<file path="config.mk">
export PLATFORM = sky130hd
export DESIGN_NAME = latched_irq_ctrl
export DESIGN_NICKNAME = d
export VERILOG_FILES = /design/src/rtl/latched_irq_ctrl.sv
export SDC_FILE = /design/constraint.sdc
export NUM_CORES = 1
export LEC_CHECK = 0
export ABC_AREA = 1
export ABC_CLOCK_PERIOD_IN_PS = 4800
export BUFFER_PORTS_ARGS = -buffer_cell sky130_fd_sc_hd__buf_4
export CAP_MARGIN = 20
export CORE_AREA = 3 3 165 167
export CTS_CLUSTER_SIZE = 20
export DETAILED_ROUTE_END_ITERATION = 10
export DIE_AREA = 0 0 168 170
export SKIP_LAST_GASP = 1
export SYNTH_ARGS = -nofsm -noshare
export SYNTH_HDL_FRONTEND = slang
export SYNTH_SLANG_ARGS = --single-unit
</file>
<file path="constraint.sdc">
create_clock -name clk -period 4.8 [get_ports clk]
set_input_delay 0.96 -clock clk [delete_from_list [all_inputs] [get_ports clk]]
set_output_delay 0.96 -clock clk [all_outputs]
set_load 0.03 [all_outputs]
</file>
<file path="src/rtl/latched_irq_ctrl.sv">
module latched_irq_ctrl #(
  parameter int          BANK_W  = 32,
  parameter logic [5:0]  LO_BASE = 6'h20,
  parameter logic [5:0]  HI_BASE = 6'h10
) (
  input  logic                       clk,
  input  logic                       rst_n,
  input  logic [2*BANK_W-1:0]        src_i,
  input  logic [5:0]                 bus_addr,
  input  logic                       bus_we,
  input  logic [BANK_W-1:0]          bus_wdata,
  output logic [BANK_W-1:0]          bus_rdata,
  output logic                       irq_o,
  output logic                       top_valid,
  output logic [$clog2(2*BANK_W)-1:0] top_id
);
  localparam int NSRC = 2 * BANK_W;
  localparam int ID_W = $clog2(NSRC);

  logic [NSRC-1:0] src_q, ev_q, en_q;
  logic [NSRC-1:0] rise, ack_mask, pending;
  logic            aligned, sel_lo, sel_hi;
  logic [1:0]      reg_sel;

  assign aligned = (bus_addr[1:0] == 2'b00);
  assign sel_lo  = aligned && (bus_addr[5:4] == LO_BASE[5:4]);
  assign sel_hi  = aligned && (bus_addr[5:4] == HI_BASE[5:4]);
  assign reg_sel = bus_addr[3:2];

  assign rise     = src_i & ~src_q;
  assign ack_mask = {(bus_we && sel_hi && reg_sel == 2'd2) ? bus_wdata : '0,
                     (bus_we && sel_lo && reg_sel == 2'd2) ? bus_wdata : '0};
  assign pending  = ev_q & en_q;
  assign irq_o    = |pending;

  always_ff @(posedge clk) begin
    if (!rst_n) begin
      src_q <= '0;
      ev_q  <= '0;
      en_q  <= '0;
    end else begin
      src_q <= src_i;
      ev_q  <= (ev_q & ~ack_mask) | (rise & en_q);
      if (bus_we && sel_lo && reg_sel == 2'd1) en_q[BANK_W-1:0]    <= bus_wdata;
      if (bus_we && sel_hi && reg_sel == 2'd1) en_q[NSRC-1:BANK_W] <= bus_wdata;
    end
  end

  function automatic logic [BANK_W-1:0] bank_read(input logic [1:0] r,
      input logic [BANK_W-1:0] ev, input logic [BANK_W-1:0] en,
      input logic [BANK_W-1:0] lv);
    case (r)
      2'd0:    return ev;
      2'd1:    return en;
      2'd3:    return lv;
      default: return '0;
    endcase
  endfunction

  always_comb begin
    bus_rdata = '0;
    if (sel_lo)
      bus_rdata = bank_read(reg_sel, ev_q[BANK_W-1:0], en_q[BANK_W-1:0], src_i[BANK_W-1:0]);
    else if (sel_hi)
      bus_rdata = bank_read(reg_sel, ev_q[NSRC-1:BANK_W], en_q[NSRC-1:BANK_W], src_i[NSRC-1:BANK_W]);
  end

  always_comb begin
    top_valid = 1'b0;
    top_id    = '0;
    for (int i = 0; i < NSRC; i++) begin
      if (pending[i]) begin
        top_valid = 1'b1;
        top_id    = ID_W'(i);
      end
    end
  end

  p_ack_clears_r4: assert property (@(posedge clk) disable iff (!rst_n)
    rst_n |=> ((ev_q & $past(ack_mask & ~(rise & en_q))) == '0));

  p_held_no_event_r7: assert property (@(posedge clk) disable iff (!rst_n)
    rst_n |=> ((ev_q & ~$past(ev_q) & $past(src_q)) == '0));

  p_masked_no_event_r3: assert property (@(posedge clk) disable iff (!rst_n)
    rst_n |=> ((ev_q & ~$past(ev_q) & ~$past(en_q)) == '0));

  p_mask_readback_r5: assert property (@(posedge clk) disable iff (!rst_n)
    (bus_we && sel_lo && reg_sel == 2'd1) |=> (en_q[BANK_W-1:0] == $past(bus_wdata)));

  p_edge_wins_r11: assert property (@(posedge clk) disable iff (!rst_n)
    rst_n |=> ((($past(rise & en_q)) & ~ev_q) == '0));

  p_top_is_highest_r9: assert property (@(posedge clk) disable iff (!rst_n)
    top_valid |-> ((pending >> top_id) == NSRC'(1)));

  p_valid_tracks_irq_r8: assert property (@(posedge clk) disable iff (!rst_n)
    top_valid == irq_o);
endmodule

</file>
* Word-level counts from Yosys, hierarchy flattened
Index checks and enable logic that the tools add are counted.
Cells by class: add/sub/neg operators 0, multiply operators 0, div/mod/pow operators 0, $lt $le $gt $ge 0, equality and inequality tests 5, shift operators 0, mux-type cells 133, bitwise logic cells 7, reduce and logical (&&, ||, !) cells 11
Operator list (count):
- 2-to-1 mux 6 bit | 62
- AND 64 bit | 4
- one-hot mux 32 bit (3 select lines) | 2
- 2-to-1 mux 32 bit | 4
- inverter 64 bit | 2
- 2-to-1 mux 1 bit | 65
- bitwise OR 64 bit | 1
- OR reduction 64 bit | 1
- logical AND 1 bit | 8
- equality test 2 bit (second input constant) | 3
- equality test 2 x 1 -> 1 bit (second input constant) | 2
- zero test 2 bit | 2
Storage, ports and cells: register bits after elaboration 192, bits in latches 0, memory bits (writable) 0, memory bits (read-only) 0, bits of input ports 105, output and inout port bits 40, word-level logic and storage cells 160, memories kept 0

* Depth between registers and ports, before layout
word-level depth 65, depth in mapped cells 64, mapped depth without buffers 64

* Worst setup path before layout
Ideal clock, no wire load.
path kind register to output, from reg ev_q[1], to out top_id[0], arrival 3.180 ns, required time 3.840 ns, slack 0.660 ns, stages on the path, launching flop included 65, buffers on the path 0, cells stage by stage dfxtp_1 -> nand2_1 -> clkinv_1 -> nand2_1 -> nand2_1 -> nand2_1 -> nand2_1 -> nand2_1 -> nand2_1 -> nand2_1 -> nand2_1 -> nand2_1 -> nand2_1 -> nand2_1 -> nand2_1 -> nand2_1 -> nand2_1 -> nand2_1 -> [... 29 more ...] -> nand2_1 -> nand2_1 -> nand2_1 -> nand2_1 -> nand2_1 -> nand2_1 -> nand2_1 -> nand2_1 -> nand2_1 -> nand2_1 -> nand2_1 -> nand2_1 -> nand2_1 -> nand2_1 -> nand2_1 -> nand2_1 -> nand2_1 -> nand2_1
Between the ends: word-level cells in the longest chain between the ends 64
Ends and longest elaborated chain:
- start: declaration | RTL line 20 | logic [NSRC-1:0] src_q, ev_q, en_q;
- start signal: assignment | RTL line 43 | ev_q <= (ev_q & ~ack_mask) | (rise & en_q);
- AND 64 bit | RTL line 33 | assign pending = ev_q & en_q;
- 2-to-1 mux 1 bit | RTL line 72 | if (pending[i]) begin
- 2-to-1 mux 6 bit (62 in a row) | RTL line 72
- end: declaration | RTL line 15 | output logic [$clog2(2*BANK_W)-1:0] top_id
No other way between the ends.

* Final worst setup path
Ends and elaborated chain as after synthesis.

==> metrics.md <==
| Metric | Value |
|---|---|
| Row Count | 59 |
| Synth Flop Type | dfxtp_1 |
| TritonCTS Sinks | about 190 |
| H-tree levels | 4 |
| Clk slew on worst S/H paths | ~0.08 ns |
| Most common cell after layout, fill and taps aside | nand2_1 |
| Worst slew margin | about a third |
| CP max stage cell | dfxtp_2 |
| Critical path's most frequent cell | nand2_1 |
| Synthesis Warnings | 0 |
| First-pass iteration count of the detailed router | 5 |
| First-pass GRT wire length | 45,100 µm |
| Die Span Y | ~170 µm |
| Fraction of registers with async set/reset | 0% |
| Cts bufs inserted | 17 |
| Static Leak | 5.85 nW |
| DRT iter0 DRCs | a little over 700 |
| Seq pwr share | approximately 49% |
| Final hold violation count | 0 |
| Antenna violations before repair | 0 |
| Share of layout cells above drive strength 1 | between 10% and 20% |
| Placed cell area | 0.0104 mm² |
| Power share of the clock group | a little over two fifths |
| Comb pwr share | 8.5% |
| Core Area | between 0.02 and 0.03 mm² |
| Utilization after layout | 42.7% |
| Post-synth EDFFs | 0 |
| Clock latency on the worst-skew pair | roughly 0.44 ns |
| Commonest non-fill, non-tap cells in the layout | 256 x nand2_1, 187 x dfxtp_1, 164 x inv_1, 155 x nor2_1, 155 x buf_4 |
| Highest clock rate | between 150 and 200 MHz |
| Maxcap violations | 0 |
| Net Sw Power | a little over 0.0009 W |
| Initial core utilization | between 30% and 40% |
| Clock Skew | ~0.011 ns |
| # IOs | roughly 150 |
| Clock Tree Buf Depth | 2 |
| Post-route cell area | 0.0111 mm² |
| Internal | between 0.002 and 0.0025 W |
| Post-layout min period | between 5 and 6 ns |
| Critical path class | reg2out |
| Root buf cell | clkbuf_16 |
| DRC viols | 0 |
| Critical Path Sink Type | output port |
| Final wirelength | about 29,000 µm |
| RePlAce Congestion | ~0.84 |
| Setup crit start kind | flip-flop |
| Buffers on Ports | about 140 |
| Critical path arrival | between 4 and 5 ns |
| Filler instances | 2,725 |
| Die area | 0.0286 mm² |
| Die width | ~170 µm |
| Syn Area/Cell | between 7 and 8 µm² |
| Final WS setup | -0.299 ns |
| Max-slew violation count | 0 |
| Vias | ~8,800 |
| Routed len/inst | roughly 17 µm |
| Synth Instances | roughly 1,300 |
| Setup TNS | -0.299 ns |
| Worst hold path type | reg2reg |
| Maximum VDD drop | approximately 0.22 mV |
| Failing checks | negative setup slack |
| Worst-path fanout max | 2 |
| WP data required | between 3 and 4 ns |
| Final period utilization | 106% |
| DR vias/cell | 5.06 |
| GR Overflow Total | 0 |
| # setup viols final | 1 |
| Switching fraction of total power | a little over a quarter |
| CTS tree | built |
| Status | finished, violations left |
| Synth-to-layout area growth | 23.3% |
| Ant diodes | 0 |
| Critical Path Max Stage Delay | around 0.34 ns |
| Number of unique standard cell types used by synthesis | 25 |
| Sequential element share of the synthesized area | a little over two fifths |
| RSZ-0062 raised after global routing | yes |
| Nets | 1,495 |
| Power Density | around 300 mW/mm² |
| Vias in the first global route | 8,369 |
| Synth Cell Area | around 0.009 mm² |
| Total Routing Usage GR | about a fifth |
| Largest net degree at the start of global routing | 65 |
| Number of synthesized register bits | 192 |
| Detail Route Antenna Nets | 0 |
| Slew at the pin with the worst max-slew slack | between 0.9 and 1 ns |
| Syn_nets | about 1,400 |
| Hpwl dp | 19,500 µm |
## critical path: cells and delay by family (launching register included)
kind,cells,cell delay (ns)
AND/OR/NAND/NOR,63,3.19
flip-flops,1,0.34
buffers and inverters,2,0.19
## stage by stage
step,total power (W),setup WS [ns],hold WS (ns),std cells
global route,0.00350,-0.968,0.498,1738
global placement,0.00196,0.0772,0.474,1703
detailed placement,0.00196,0.0898,0.474,1703
CTS,0.00339,-0.337,0.483,1736
floorplan,0.00182,0.660,0.453,1274
finish,0.00336,-0.299,0.483,1738
## metal layers
layer / share of wire, % / GRT usage [%] / vias to the layer above
met5: 0 / 0 / -
met1: 48 / 27.8 / 4089
met4: 1.9 / 6.37 / 0
li1: - / - / 4408
met2: 45 / 31.1 / 264
met3: 5.8 / 3.67 / 37
## cells in the mapped netlist (all sizes together), types with 3 or more instances
master | number | area (µm²)
a21oi | 133 | 666
a221oi | 62 | 543
buf | 7 | 26.3
clkbuf | 57 | 214
clkinv | 5 | 18.8
dfxtp | 192 | 3840
inv | 168 | 631
nand2 | 302 | 1420
nand3 | 11 | 55.1
nor2 | 157 | 589
nor4 | 4 | 25.0
o21ai | 131 | 656
o21bai | 3 | 22.5
o22ai | 32 | 200
## final timing paths
check / startpoint / to / slack (ns) / cells after the start
worst max register to register: src_q[38] / ev_q[38] / 4.02 / 3
worst max-delay path: ev_q[1] / top_id[0] / -0.30 / 65
worst min-delay path: src_q[36] / ev_q[36] / 0.48 / 3
worst min register to register: src_q[36] / ev_q[36] / 0.48 / 3
## logic make-up after synthesis
kind of cell	count (synthesis)	share of synthesized area, %
simple gates	479	23.6
compound gates	366	23.6
buf+inv	237	9.91
flops	192	42.8
## registers in the layout, indices dropped and copies added, names as in the netlist
register,flops
ev_q,64
src_q,64
en_q,64
## cell type report
class,count,area [µm²],area share (%)
clock inverters,15,169,1.53
multi-input cells,845,4270,38.6
inverters,173,649,5.87
repair buffers,161,1270,11.5
well taps,335,419,3.79
clock buffers,17,425,3.85
flip-flops and latches,192,3850,34.8
## power groups by stage
stage	logic, W	clock network [W]	registers [W]
2_1_floorplan	0.000146	0	0.00167
3_3_place_gp	0.000286	0	0.00168
3_5_place_dp	0.000287	0	0.00168
4_1_cts	0.000288	0.00147	0.00164
5_1_grt	0.000320	0.00153	0.00164
6_report	0.000287	0.00144	0.00164
## timing repair
item | in CTS | in global routing
hold buffers | 0 | 0
setup buffers | 1 | 0
endpoints found under the hold margin | 0 | 0
gates resized for setup | 7 | 1
pin swaps | 0 | 2
setup endpoints to repair | 1 | 1
(Power assumes the default switching activity.)
